<file path="src/rtl/lpstop_pkg.sv">
package lpstop_pkg;
  localparam int LVL_W = 2;

  typedef enum logic [LVL_W-1:0] {
    LVL_RUN = 2'b00,
    LVL_S1  = 2'b01,
    LVL_S2  = 2'b10,
    LVL_S3  = 2'b11
  } stop_lvl_e;

  typedef enum logic [1:0] {
    PS_RUN,
    PS_WAIT,
    PS_STOP,
    PS_BKGD
  } pwr_state_e;
endpackage

</file>
<file path="src/rtl/lpstop_level_sel.sv">
module lpstop_level_sel
  import lpstop_pkg::*;
(
  input  logic [LVL_W-1:0] req_lvl,
  input  logic             dbg_en,
  input  logic             lvd_en,
  input  logic             lvd_stop_en,
  output logic             req_nonzero,
  output logic             keep_alive,
  output stop_lvl_e        sel_lvl
);
  logic deep_req;

  always_comb begin
    keep_alive  = dbg_en | (lvd_en & lvd_stop_en);
    req_nonzero = (req_lvl != LVL_RUN);
    deep_req    = (req_lvl == LVL_S1) || (req_lvl == LVL_S2);
    if (keep_alive && deep_req) sel_lvl = LVL_S3;
    else                        sel_lvl = stop_lvl_e'(req_lvl);
  end
endmodule

</file>
<file path="src/rtl/lpstop_fsm.sv">
module lpstop_fsm
  import lpstop_pkg::*;
(
  input  logic       clk,
  input  logic       rst,
  input  logic       stop_req,
  input  logic       req_nonzero,
  input  stop_lvl_e  sel_lvl,
  input  logic       wait_req,
  input  logic       wake_irq,
  input  logic       bkgd_go,
  input  logic       dbg_go,
  output pwr_state_e st_q,
  output pwr_state_e st_nxt,
  output stop_lvl_e  lvl_q
);
  stop_lvl_e lvl_nxt;

  always_comb begin
    st_nxt  = st_q;
    lvl_nxt = lvl_q;
    unique case (st_q)
      PS_RUN: begin
        if (bkgd_go) begin
          st_nxt = PS_BKGD;
        end else if (stop_req && req_nonzero) begin
          st_nxt  = PS_STOP;
          lvl_nxt = sel_lvl;
        end else if (wait_req) begin
          st_nxt = PS_WAIT;
        end
      end
      PS_WAIT: begin
        if (bkgd_go)       st_nxt = PS_BKGD;
        else if (wake_irq) st_nxt = PS_RUN;
      end
      PS_STOP: begin
        if (bkgd_go) begin
          st_nxt  = PS_BKGD;
          lvl_nxt = LVL_RUN;
        end else if (lvl_q == LVL_S3 && wake_irq) begin
          st_nxt  = PS_RUN;
          lvl_nxt = LVL_RUN;
        end
      end
      PS_BKGD: begin
        if (dbg_go) st_nxt = PS_RUN;
      end
      default: begin
        st_nxt  = PS_RUN;
        lvl_nxt = LVL_RUN;
      end
    endcase
  end

  always_ff @(posedge clk) begin
    if (rst) begin
      st_q  <= PS_RUN;
      lvl_q <= LVL_RUN;
    end else begin
      st_q  <= st_nxt;
      lvl_q <= lvl_nxt;
    end
  end

  // a deep stop level is never left by an interrupt
  p_deep_hold_r6: assert property (@(posedge clk) disable iff (rst)
    (st_q == PS_STOP && lvl_q != LVL_S3 && !bkgd_go) |=> (st_q == PS_STOP));

  // the level register reads run whenever the state is not stop
  p_lvl_run_r2: assert property (@(posedge clk) disable iff (rst)
    (st_q != PS_STOP) |-> (lvl_q == LVL_RUN));
endmodule

</file>
<file path="src/rtl/lpstop_clk_gate.sv">
module lpstop_clk_gate
  import lpstop_pkg::*;
#(
  parameter int NUM_PERIPH = 8
) (
  input  logic                  clk,
  input  logic                  rst,
  input  pwr_state_e            st_q,
  input  pwr_state_e            st_nxt,
  input  logic                  keep_alive,
  input  logic                  dbg_en,
  output logic [NUM_PERIPH-1:0] periph_en,
  output logic                  dbg_clk_en,
  output logic                  reg_standby
);
  logic stop_nxt;
  logic stop_entry;

  assign stop_nxt   = (st_nxt == PS_STOP);
  assign stop_entry = stop_nxt && (st_q != PS_STOP);

  for (genvar g = 0; g < NUM_PERIPH; g++) begin : g_pen
    always_ff @(posedge clk) begin
      if (rst) periph_en[g] <= 1'b1;
      else     periph_en[g] <= !stop_nxt;
    end
  end

  always_ff @(posedge clk) begin
    if (rst) begin
      dbg_clk_en  <= 1'b1;
      reg_standby <= 1'b0;
    end else begin
      dbg_clk_en <= !stop_nxt || dbg_en;
      if (stop_entry)     reg_standby <= !keep_alive;
      else if (!stop_nxt) reg_standby <= 1'b0;
    end
  end

  // peripheral clocks are all off in every stop level
  p_periph_off_r5: assert property (@(posedge clk) disable iff (rst)
    (st_q == PS_STOP) |-> (periph_en == '0));

  // outside stop the regulator is never in standby
  p_standby_run_r1: assert property (@(posedge clk) disable iff (rst)
    (st_q != PS_STOP) |-> !reg_standby);
endmodule

</file>
<file path="src/rtl/lpstop_dbg_status.sv">
module lpstop_dbg_status
  import lpstop_pkg::*;
(
  input  logic       clk,
  input  logic       rst,
  input  pwr_state_e st_q,
  input  pwr_state_e st_nxt,
  input  logic       mem_cmd,
  output logic       mem_err,
  output logic       mem_ack,
  output logic       bkgd_active,
  output logic       in_wait
);
  logic asleep;
  logic bkgd_entry;

  assign asleep     = (st_q == PS_STOP) || (st_q == PS_WAIT);
  assign bkgd_entry = (st_nxt == PS_BKGD) && (st_q != PS_BKGD);

  always_ff @(posedge clk) begin
    if (rst) begin
      mem_err     <= 1'b0;
      mem_ack     <= 1'b0;
      bkgd_active <= 1'b0;
      in_wait     <= 1'b0;
    end else begin
      bkgd_active <= (st_nxt == PS_BKGD);
      in_wait     <= (st_nxt == PS_WAIT);
      mem_ack     <= mem_cmd && !asleep;
      if (bkgd_entry)   mem_err <= 1'b0;
      else if (mem_cmd) mem_err <= asleep;
    end
  end

  // the error flag is clear on the first cycle of background mode
  p_err_clear_r9: assert property (@(posedge clk) disable iff (rst)
    $rose(bkgd_active) |-> !mem_err);

  // an accepted command never coexists with the refused flag
  p_ack_err_r8: assert property (@(posedge clk) disable iff (rst)
    mem_ack |-> !mem_err);
endmodule

</file>
<file path="src/rtl/lpstop_lvd_evt.sv">
module lpstop_lvd_evt (
  input  logic clk,
  input  logic rst,
  input  logic lvd_trip,
  input  logic lvd_en,
  input  logic lvd_stop_en,
  input  logic lvd_rst_sel,
  input  logic in_stop,
  output logic lvd_wake,
  output logic lvd_irq,
  output logic lvd_rst_req
);
  logic evt_ok;

  assign evt_ok   = lvd_trip && lvd_en && (!in_stop || lvd_stop_en);
  assign lvd_wake = evt_ok && !lvd_rst_sel;

  always_ff @(posedge clk) begin
    if (rst) begin
      lvd_irq     <= 1'b0;
      lvd_rst_req <= 1'b0;
    end else begin
      lvd_irq     <= evt_ok && !lvd_rst_sel;
      lvd_rst_req <= evt_ok && lvd_rst_sel;
    end
  end

  // one event yields either an interrupt or a reset request, never both
  p_lvd_excl_r10: assert property (@(posedge clk) disable iff (rst)
    $onehot0({lvd_irq, lvd_rst_req}));
endmodule

</file>
<file path="src/rtl/lpstop_ctrl.sv">
module lpstop_ctrl
  import lpstop_pkg::*;
#(
  parameter int NUM_PERIPH = 8
) (
  input  logic                  clk,
  input  logic                  rst,
  input  logic                  stop_req,
  input  logic [1:0]            stop_lvl,
  input  logic                  wait_req,
  input  logic                  dbg_en,
  input  logic                  lvd_en,
  input  logic                  lvd_stop_en,
  input  logic                  lvd_rst_sel,
  input  logic                  irq_wake,
  input  logic                  lvd_trip,
  input  logic                  bkgd_cmd,
  input  logic                  dbg_go,
  input  logic                  mem_cmd,
  output logic [1:0]            eff_lvl,
  output logic [NUM_PERIPH-1:0] periph_clk_en,
  output logic                  dbg_clk_en,
  output logic                  reg_standby,
  output logic                  mem_err,
  output logic                  mem_ack,
  output logic                  bkgd_active,
  output logic                  in_wait,
  output logic                  lvd_irq,
  output logic                  lvd_rst_req
);
  logic       req_nonzero;
  logic       keep_alive;
  stop_lvl_e  sel_lvl;
  stop_lvl_e  lvl_q;
  pwr_state_e st_q;
  pwr_state_e st_nxt;
  logic       in_stop;
  logic       lvd_wake;
  logic       wake_irq;
  logic       bkgd_go;

  assign in_stop  = (st_q == PS_STOP);
  assign wake_irq = irq_wake || lvd_wake;
  assign bkgd_go  = bkgd_cmd && dbg_en;
  assign eff_lvl  = lvl_q;

  lpstop_level_sel u_sel (
    .req_lvl     (stop_lvl),
    .dbg_en      (dbg_en),
    .lvd_en      (lvd_en),
    .lvd_stop_en (lvd_stop_en),
    .req_nonzero (req_nonzero),
    .keep_alive  (keep_alive),
    .sel_lvl     (sel_lvl)
  );

  lpstop_lvd_evt u_lvd (
    .clk         (clk),
    .rst         (rst),
    .lvd_trip    (lvd_trip),
    .lvd_en      (lvd_en),
    .lvd_stop_en (lvd_stop_en),
    .lvd_rst_sel (lvd_rst_sel),
    .in_stop     (in_stop),
    .lvd_wake    (lvd_wake),
    .lvd_irq     (lvd_irq),
    .lvd_rst_req (lvd_rst_req)
  );

  lpstop_fsm u_fsm (
    .clk         (clk),
    .rst         (rst),
    .stop_req    (stop_req),
    .req_nonzero (req_nonzero),
    .sel_lvl     (sel_lvl),
    .wait_req    (wait_req),
    .wake_irq    (wake_irq),
    .bkgd_go     (bkgd_go),
    .dbg_go      (dbg_go),
    .st_q        (st_q),
    .st_nxt      (st_nxt),
    .lvl_q       (lvl_q)
  );

  lpstop_clk_gate #(.NUM_PERIPH(NUM_PERIPH)) u_gate (
    .clk         (clk),
    .rst         (rst),
    .st_q        (st_q),
    .st_nxt      (st_nxt),
    .keep_alive  (keep_alive),
    .dbg_en      (dbg_en),
    .periph_en   (periph_clk_en),
    .dbg_clk_en  (dbg_clk_en),
    .reg_standby (reg_standby)
  );

  lpstop_dbg_status u_dbg (
    .clk         (clk),
    .rst         (rst),
    .st_q        (st_q),
    .st_nxt      (st_nxt),
    .mem_cmd     (mem_cmd),
    .mem_err     (mem_err),
    .mem_ack     (mem_ack),
    .bkgd_active (bkgd_active),
    .in_wait     (in_wait)
  );

  // with debug enabled at entry, the entered level is stop3
  p_dbg_downgrade_r3: assert property (@(posedge clk) disable iff (rst)
    ($rose(in_stop) && $past(dbg_en)) |-> (eff_lvl == 2'b11));

  // a deep level is only reached with the regulator allowed to sleep
  p_deep_standby_r4: assert property (@(posedge clk) disable iff (rst)
    (in_stop && eff_lvl != 2'b11) |-> reg_standby);

  // leaving stop brings every peripheral clock back at once
  p_wake_restore_r6: assert property (@(posedge clk) disable iff (rst)
    $fell(in_stop) |-> (&periph_clk_en));
endmodule

</file>
<file path="config.mk">
export PLATFORM = sky130hd
export DESIGN_NAME = lpstop_ctrl
export DESIGN_NICKNAME = d
export VERILOG_FILES = /design/src/rtl/lpstop_pkg.sv /design/src/rtl/lpstop_level_sel.sv /design/src/rtl/lpstop_fsm.sv /design/src/rtl/lpstop_clk_gate.sv /design/src/rtl/lpstop_dbg_status.sv /design/src/rtl/lpstop_lvd_evt.sv /design/src/rtl/lpstop_ctrl.sv
export SDC_FILE = /design/constraint.sdc
export NUM_CORES = 1
export LEC_CHECK = 0
export ABC_AREA = 0
export BUFFER_PORTS_ARGS = -buffer_cell sky130_fd_sc_hd__buf_4
export CAP_MARGIN = 30
export CORE_MARGIN = 2
export CORE_UTILIZATION = 30
export CTS_CLUSTER_SIZE = 24
export DETAILED_ROUTE_END_ITERATION = 8
export SLEW_MARGIN = 40
export SYNTH_ARGS = -nofsm -noshare
export SYNTH_HDL_FRONTEND = slang
export SYNTH_HIERARCHICAL = 1
export SYNTH_SLANG_ARGS = --single-unit
</file>
<file path="constraint.sdc">
create_clock -name clk -period 2.6 [get_ports clk]
set_input_delay 0.13 -clock clk [delete_from_list [all_inputs] [get_ports clk]]
set_output_delay 0.13 -clock clk [all_outputs]
set_load 0.05 [all_outputs]
</file>
==> flow_summary.json, run 1 <==
{
  "criticalPathCategory": "reg2reg",
  "worst_pin_slew_ns": 0.4095,
  "avgViaCountPerCell": 4.767,
  "htree_levels": 1,
  "synth-edff-count": 0,
  "synth_cell_type_count": 32,
  "r2r-end": "u_gate/dbg_clk_en$_SDFF_PP1_",
  "rsz0062_at_grt": "no",
  "wirelength_mm": 1.542,
  "cts_tree": "done",
  "syn_inst": 74,
  "grt_max_degree": 13,
  "period_needed_ns": 2.183,
  "cts_buffer_depth": 2,
  "r2r_cells": 10,
  "crit_start": "u_fsm/st_q[1]$_SDFF_PP0_",
  "cp_max_fo": 3,
  "pwr-share-seq": 0.395,
  "routedWlPerCell_um": 11.59,
  "dp.cells": 129,
  "slew_headroom": 0.7245,
  "synth_nets": 91,
  "r2r_slack_ns": 0.42,
  "cp-start-kind": "flip-flop",
  "synthFlopType": "dfxtp_1",
  "crit_arrival_ns": 2.35,
  "clk-insertion-delay-late_ns": 0.27,
  "ir_worst_vdd_mv": 0.3105,
  "layout_worst_path_cycle_share": 0.8397,
  "netSwitchingPower_mw": 0.2107,
  "cts_hold_buf": 0,
  "antenna_left": 0,
  "p_per_area_nw_per_um2": 596.8,
  "io_pins": 33,
  "layout-drive-gt1-share": 0.4190,
  "antenna_found_initial": 0,
  "grt_pass1_wl_mm": 2.656,
  "overflow": 0,
  "place_congestion": 0.8216,
  "yosysWarnings": 6,
  "yosysTopAreaCell": "dfxtp_1",
  "cts.clk_slew.worst_paths_ns": 0.08,
  "critPathRequiredTime_ns": 2.76,
  "fp.coreArea_um2": 2191,
  "first_global_vias": 611,
  "min_path_cells": 2,
  "port_buffers": 32,
  "endpoint": "u_gate/dbg_clk_en$_SDFF_PP1_",
  "setup_violations": 0,
  "drt_pass1_iterations": 4,
  "cts-root-buf": "clkbuf_4",
  "area_growth_syn_to_layout_pct": 37.89,
  "drc": 0,
  "die_h_um": 51.85,
  "post_cts_buffers": 0,
  "cts_sinks": 13,
  "layoutNonFillerInstCount": 133,
  "post_cts_resized": 0,
  "synthArstFlopShare": 0,
  "n_antenna_cell": 0,
  "grt_use_total": 0.1307,
  "tns_ns": 0,
  "syn_area_per_cell_um2": 9.283,
  "cts_made_buffers": 3,
  "syn_area_um2": 686.9,
  "synth_common_cells": "dfxtp_1, buf_4, nand2_1, a21oi_1, inv_1",
  "status": "completed",
  "dieArea_um2": 2688,
  "maxSlewViolCount": 0,
  "vias": 634,
  "ys_top_cells_by_area": "dfxtp_1, buf_4, a21oi_1, ha_1, a21o_1",
  "maxCapViolCount": 0,
  "hold_violations": 0,
  "max_freq_ghz": 0.4580,
  "power_frac_comb": 0.387,
  "row_count": 17,
  "synth_top_area_frac": 0.3789,
  "hp-class": "in2reg",
  "initial_utilization": 0.3135,
  "skew_ns": 0.003104,
  "final.setup.worst_slack_ns": 0.4168,
  "r2r_start": "u_fsm/st_q[1]$_SDFF_PP0_",
  "synth.yosys.seq_area_share": 0.3789,
  "synth_most_common_cell": "dfxtp_1",
  "endpoint_kind": "flip-flop",
  "die_w_um": 51.85,
  "ys_ff_latch": 13,
  "layout.nets": 123,
  "p_clk_frac": 0.218,
  "leakagePower_nw": 0.4393,
  "switching_share": 0.3728,
  "finish.utilization": 0.4323,
  "internal_power_mw": 0.3545,
  "drt_iter0_drc": 14,
  "post-place-ws_ns": 0.4624
}
worst min path at each step:
stage / end / slack [ns] / start
after global routing: u_lvd/lvd_irq$_SDFF_PP0_ / 0.03 / lvd_rst_sel
final: u_lvd/lvd_irq$_SDFF_PP0_ / 0.05 / lvd_rst_sel
after global placement: u_lvd/lvd_irq$_SDFF_PP0_ / 0.32 / lvd_rst_sel
after detailed placement: u_lvd/lvd_irq$_SDFF_PP0_ / 0.33 / lvd_rst_sel
after CTS: u_lvd/lvd_irq$_SDFF_PP0_ / 0.04 / lvd_rst_sel
after floorplan: u_fsm/lvl_q[0]$_SDFFE_PP0P_ / 0.20 / rst
cell families (layout without fill, tap and decap cells):
kind of cell | after synthesis | after routing | synth area share
and+or+nand+nor | 30 | 30 | 0.2933
DFF | 13 | 13 | 0.3789
AOI/OAI and AO/OA | 16 | 16 | 0.1621
adders and majority gates | 2 | 2 | 0.03642
buffers and inverters | 12 | 43 | 0.1147
muxes | 1 | 1 | 0.01457
layer usage:
metal  GRT usage  up-vias  part of all wire  routed length [µm]
met3     0.02011        2             0.054                  83
met1      0.1622      293              0.43                 667
li1            -      313                 -                   -
met2      0.2194       26              0.50                 775
met4     0.06140        0            0.0097                  15
met5           0        -                 0                   0
metrics by stage:
| stage | hold slack, ns | instance area, µm² | total power, mW |
|---|---|---|---|
| detailed placement | 0.3312 | 920.9 | 0.4474 |
| global route | 0.03093 | 947.2 | 0.6014 |
| floorplan | 0.1991 | 686.9 | 0.3867 |
| finish | 0.04548 | 947.2 | 0.5653 |
| CTS | 0.04018 | 947.2 | 0.5720 |
| global placement | 0.3176 | 920.9 | 0.4446 |
flip-flops by register name, indices dropped and copies added, names as in the netlist:
name	cells
u_gate/dbg_clk_en	1
u_dbg/bkgd_active	1
u_lvd/lvd_irq	1
u_dbg/in_wait	1
u_fsm/lvl_q	2
u_gate/reg_standby	1
u_lvd/lvd_rst_req	1
u_dbg/mem_err	1
u_gate/periph_en	1
u_fsm/st_q	2
u_dbg/mem_ack	1
area by class of cell:
cell class | count | area (µm²)
flip-flops and latches | 13 | 260.3
well taps | 28 | 35.03
fillers | 228 | 1244
inverters | 4 | 15.01
repair buffers | 35 | 262.8
multi-input cells | 49 | 347.8
clock buffers | 4 | 26.28
power by group through the flow:
stage	Sequential (mW)	Clock, mW	Combinational, mW
after global placement	0.228	0	0.217
after CTS	0.224	0.129	0.220
after detailed placement	0.228	0	0.219
after floorplan	0.272	0	0.115
after global routing	0.226	0.142	0.234
final	0.223	0.123	0.219
worst max-delay path, stage by stage, from the launching register on:
cell and delay, ns:
dfxtp_1 0.33, nor2b_1 0.13, nor2b_4 0.19, nor3_1 0.06, or2_1 0.25, nand4_1 0.12
nor2_1 0.05, nor2_1 0.14, a2bb2oi_1 0.20, or3b_4 0.41, or2_1 0.21
placed cells by master, fill, tap and decap left out, types with 2 or more instances in the layout:
master	count
buf_4	35
clkbuf_4	3
nor2b_1	2
nor3b_1	3
o21ai_1	3
a21o_1	3
nor2_1	2
nand2_1	6
dfxtp_1	13
ha_1	2
a21oi_1	5
or2_1	3
nand2b_1	2
inv_1	4
No activity file was read; power rests on OpenSTA's default activity.
==> run 2: changes to the inputs <==
- ABC_AREA: 0 -> 1
- clock period: 2.6 -> 1.8 ns (I/O delays scaled with it)
==> flow_summary.json, run 2 <==
{
  "skew_ns": 0.008703,
  "holdWs_ns": 0.02012,
  "criticalPathCategory": "reg2reg",
  "setup_violations": 0,
  "synth_cell_type_count": 18,
  "row_count": 17,
  "slowest_stage": "dfxtp_1",
  "grt_pass1_wl_mm": 2.428,
  "post_cts_resized": 0,
  "htree_levels": 1,
  "period_needed_ns": 1.591,
  "n_antenna_cell": 0,
  "place_congestion": 0.8315,
  "wl_met1_um": 599,
  "layoutNonFillerInstCount": 169,
  "ys_top_cells_by_area": "dfxtp_1, nand2_1, inv_1, buf_4, nor2_1",
  "layout.nets": 159,
  "antenna_found_initial": 0,
  "dieArea_um2": 2820,
  "layout_common_cells": "buf_4, nand2_1, inv_1, dfxtp_1, nor2_1",
  "synth_most_common_cell": "nand2_1",
  "overflow": 0,
  "synth_common_cells": "nand2_1, inv_1, dfxtp_1, nor2_1, buf_4",
  "hpwl_mm": 1.156,
  "netSwitchingPower_mw": 0.4915,
  "cts_hold_buf": 0,
  "critPathRequiredTime_ns": 1.98,
  "routedWlPerCell_um": 8.154,
  "finish.utilization": 0.4384,
  "drc": 0,
  "io_pins": 33,
  "drt_iter0_drc": 15,
  "maxCapViolCount": 0,
  "post_cts_buffers": 0,
  "post-place-ws_ns": 0.2176,
  "pwr-share-seq": 0.325,
  "dp.cells": 165,
  "internal_power_mw": 0.5838,
  "p_clk_frac": 0.165,
  "total_power_mw": 1.075,
  "tns_ns": 0,
  "endpoint_kind": "flip-flop",
  "wirelength_mm": 1.378,
  "crit_arrival_ns": 1.77,
  "synth-edff-count": 0,
  "area_growth_syn_to_layout_pct": 36.68,
  "grt_use_total": 0.1176,
  "switching_share": 0.4571,
  "wl_met2_um": 661,
  "cts_made_buffers": 3,
  "cts_tree": "done",
  "wl_met3_um": 117,
  "reg.largest.list": "u_fsm/lvl_q x2, u_fsm/st_q x2",
  "avgViaCountPerCell": 4.136,
  "final.setup.worst_slack_ns": 0.2091,
  "final_area_um2": 988.4,
  "cpPeakStageDelay_ns": 0.34,
  "final_common_cell": "buf_4",
  "synth.yosys.seq_area_share": 0.3599,
  "grt_max_degree": 11,
  "antenna_left": 0,
  "synthArstFlopShare": 0,
  "hp-class": "in2reg",
  "worst_pin_slew_ns": 0.2218,
  "ys_ff_latch": 13,
  "slew_headroom": 0.8520,
  "die_h_um": 53.10,
  "layout-drive-gt1-share": 0.3688,
  "synth_nets": 127,
  "initial_utilization": 0.3208,
  "fp.coreArea_um2": 2255,
  "synth_top_area_frac": 0.3599,
  "vias": 699,
  "yosysTopAreaCell": "dfxtp_1",
  "dr.max_layer_used": "met3",
  "maxSlewViolCount": 0,
  "path_cells": "inv_1 > nor2_2 > nand2_2 > nand3_2 > inv_1 > inv_1 > nand2_1 > or2_2 > nand2_1 > nand2_1 > inv_1 > inv_1 > nand2_1 > nor2_2 > nand2_1 > nor2_1",
  "syn_area_per_cell_um2": 6.574,
  "syn_area_um2": 723.2,
  "cts_buffer_depth": 2,
  "cts_sinks": 13,
  "p_per_area_nw_per_um2": 1088,
  "yosysWarnings": 6,
  "cp-start-kind": "flip-flop",
  "status": "completed",
  "max_freq_ghz": 0.6286,
  "hold_violations": 0,
  "power_frac_comb": 0.510,
  "layout_worst_path_cycle_share": 0.8838,
  "die_w_um": 53.10,
  "synthFlopType": "dfxtp_1",
  "drt_pass1_iterations": 4,
  "cp_max_fo": 4,
  "cts.clk_slew.worst_paths_ns": 0.09,
  "port_buffers": 32,
  "cts-root-buf": "clkbuf_4",
  "leakagePower_nw": 0.5528,
  "ir_worst_vdd_mv": 0.4757,
  "rsz0062_at_grt": "no",
  "clk-insertion-delay-late_ns": 0.27,
  "syn_inst": 110,
  "first_global_vias": 608,
  "placed_area_um2": 960.9
}
==> run 2: kinds of logic (layout without fill, tap and decap cells) <==
logic type / after synthesis / after routing / synth area share
AOI/OAI and AO/OA: 5 / 5 / 0.03458
DFF: 13 / 13 / 0.3599
and+or+nand+nor: 58 / 58 / 0.3685
buffers and inverters: 32 / 63 / 0.2024
adders and majority gates: 2 / 2 / 0.03460
==> run 2: routing by layer <==
metal,global-route usage,vias to the layer above
li1,-,383
met5,0,-
met1,0.1409,289
met3,0.03672,0
met4,0.05128,0
met2,0.1917,27
==> run 2: power groups by stage <==
stage / Sequential [mW] / Combinational [mW] / Clock (mW)
CTS: 0.350 / 0.552 / 0.186
global placement: 0.356 / 0.549 / 0
global route: 0.355 / 0.600 / 0.201
detailed placement: 0.357 / 0.551 / 0
finish: 0.349 / 0.548 / 0.178
floorplan: 0.475 / 0.310 / 0
==> run 2: area by class of cell <==
class | instances | area, µm²
flip-flops and latches | 13 | 260.3
clock inverters | 1 | 5.005
well taps | 28 | 35.03
inverters | 25 | 93.84
multi-input cells | 65 | 316.6
fillers | 243 | 1266
clock buffers | 3 | 22.52
repair buffers | 34 | 255.2
==> run 2: worst paths after layout <==
check / to / slack (ns) / depth (start not counted) / start
setup / recovery: u_gate/reg_standby$_SDFFE_PP0P_ / 0.21 / 16 / u_fsm/st_q[1]$_SDFF_PP0_
hold / removal: u_gate/dbg_clk_en$_SDFF_PP1_ / 0.02 / 3 / dbg_en
setup reg to reg: u_gate/reg_standby$_SDFFE_PP0P_ / 0.21 / 16 / u_fsm/st_q[1]$_SDFF_PP0_
hold reg to reg: u_gate/reg_standby$_SDFFE_PP0P_ / 0.49 / 2 / u_gate/reg_standby$_SDFFE_PP0P_
==> run 2: critical path, delay by kind of cell (launching register included) <==
| kind | cells | cell delay (ns) |
|---|---|---|
| buffers and inverters | 5 | 0.28 |
| DFF | 1 | 0.34 |
| and+or+nand+nor | 11 | 0.87 |
==> run 3: changes to the inputs <==
- CORE_UTILIZATION: 30 -> 40
- PLACE_DENSITY: default -> 0.73
==> flow_summary.json, run 3 (synthesized netlist as in run 2, its figures left out) <==
{
  "status": "completed",
  "setup_violations": 0,
  "grt_max_degree": 11,
  "htree_levels": 1,
  "n_antenna_cell": 0,
  "overflow": 0,
  "cts_hold_buf": 0,
  "die_h_um": 46.52,
  "endpoint_kind": "flip-flop",
  "antenna_found_initial": 0,
  "criticalPathCategory": "reg2reg",
  "grt_busiest_layer": "met2",
  "r2r_start": "u_fsm/st_q[1]$_SDFF_PP0_",
  "cts_buffer_depth": 2,
  "wirelength_mm": 1.501,
  "post_cts_resized": 0,
  "skew_ns": 0.006833,
  "maxCapViolCount": 0,
  "maxSlewViolCount": 0,
  "dp.cells": 162,
  "critPathRequiredTime_ns": 1.97,
  "p_clk_frac": 0.165,
  "internal_power_mw": 0.5897,
  "final_common_cell": "buf_4",
  "dieArea_um2": 2164,
  "io_pins": 33,
  "r2r_cells": 16,
  "layout.nets": 159,
  "place_congestion": 0.7869,
  "multiInputGateArea_um2": 316.6,
  "cts_tree": "done",
  "final_area_um2": 983.4,
  "period_needed_ns": 1.624,
  "hpwl_mm": 1.178,
  "layout-drive-gt1-share": 0.3688,
  "tns_ns": 0,
  "avgViaCountPerCell": 4.349,
  "hold_path.startpoint": "dbg_en",
  "layout_worst_path_cycle_share": 0.9021,
  "die_w_um": 46.52,
  "switching_share": 0.4597,
  "power_frac_comb": 0.514,
  "reg.largest.list": "u_fsm/lvl_q x2, u_fsm/st_q x2",
  "n_fill_cell": 168,
  "cts-root-buf": "clkbuf_4",
  "finish.utilization": 0.5758,
  "r2r_slack_ns": 0.18,
  "fp.coreArea_um2": 1708,
  "drt_iter0_drc": 21,
  "first_global_vias": 592,
  "final.setup.worst_slack_ns": 0.1762,
  "total_power_mw": 1.091,
  "worst_pin_slew_ns": 0.2311,
  "grtUsageMet3": 0.05882,
  "clk-insertion-delay-late_ns": 0.28,
  "r2r-end": "u_gate/reg_standby$_SDFFE_PP0P_",
  "routedWlPerCell_um": 9.042,
  "netSwitchingPower_mw": 0.5017,
  "cts_sinks": 13,
  "pwr-share-seq": 0.320,
  "p_per_area_nw_per_um2": 1110,
  "cp-start-kind": "flip-flop",
  "post_cts_buffers": 0,
  "max_freq_ghz": 0.6158,
  "hp-class": "in2reg",
  "vias": 722,
  "post-place-ws_ns": 0.1994,
  "row_count": 15,
  "placed_area_um2": 957.2,
  "cts.clk_slew.worst_paths_ns": 0.08,
  "layout_common_cells": "buf_4, nand2_1, inv_1, dfxtp_1, nor2_1",
  "crit_start": "u_fsm/st_q[1]$_SDFF_PP0_",
  "ir_worst_vdd_mv": 0.4961,
  "grtUsageMet1": 0.1533,
  "layoutNonFillerInstCount": 166,
  "met2_usage": 0.2889,
  "grt_pass1_wl_mm": 2.332,
  "endpoint": "u_gate/reg_standby$_SDFFE_PP0P_",
  "holdWs_ns": 0.01153,
  "grt_use_total": 0.1569,
  "drt_pass1_iterations": 4,
  "cp_max_fo": 4,
  "drc": 0,
  "slew_headroom": 0.8457,
  "cts_made_buffers": 3,
  "port_buffers": 32,
  "antenna_left": 0,
  "hold_violations": 0,
  "leakagePower_nw": 0.5492,
  "rsz0062_at_grt": "no",
  "crit_arrival_ns": 1.80,
  "area_growth_syn_to_layout_pct": 35.99,
  "initial_utilization": 0.4234,
  "regArea_um2": 260.3
}
## run 3: changes by cell type in the layout (fill, tap and decap cells not counted)
cell      change
inv_2         +1
inv_1         -1
clkinv_2      -1
clkbuf_1      +1
## run 3: how the worst min path moves through the flow
stage / end / slack (ns) / depth (start not counted)
3_5_place_dp: u_gate/dbg_clk_en$_SDFF_PP1_ / 0.30 / 3
6_report: u_gate/dbg_clk_en$_SDFF_PP1_ / 0.01 / 3
3_3_place_gp: u_gate/dbg_clk_en$_SDFF_PP1_ / 0.31 / 3
2_1_floorplan: u_lvd/lvd_irq$_SDFF_PP0_ / 0.16 / 1
4_1_cts: u_gate/dbg_clk_en$_SDFF_PP1_ / 0.006 / 3
5_1_grt: u_gate/dbg_clk_en$_SDFF_PP1_ / 0.01 / 3
## run 3: critical path: stages, from the launching register on
cell and delay (ns):
dfxtp_1 0.33, inv_1 0.05, nor2_2 0.08, nand2_2 0.07, nand3_2 0.08, inv_1 0.04, inv_1 0.04, nand2_1 0.08
or2_2 0.28, nand2_1 0.06, nand2_1 0.08, inv_2 0.09, inv_1 0.04, nand2_1 0.06, nor2_2 0.05, nand2_1 0.05
nor2_1 0.03
## run 3: routing by layer
layer | vias up | part of all wire
met4 | 0 | 0.017
met1 | 305 | 0.41
met5 | - | 0
met2 | 32 | 0.49
li1 | 381 | -
met3 | 4 | 0.086
## run 3: power by group through the flow
stage / logic, mW / clock network, mW / registers, mW
after floorplan: 0.310 / 0 / 0.475
after global placement: 0.547 / 0 / 0.355
after detailed placement: 0.556 / 0 / 0.357
after CTS: 0.558 / 0.183 / 0.351
after global routing: 0.605 / 0.196 / 0.354
final: 0.561 / 0.180 / 0.350
## run 3: cell type report
type	instances	share of cell area
Inverter	25	0.09542
Clock buffer	4	0.02672
Timing Repair Buffer	34	0.2595
Tap cell	25	0.03181
Multi-Input combinational cell	65	0.3219
Sequential cell	13	0.2646
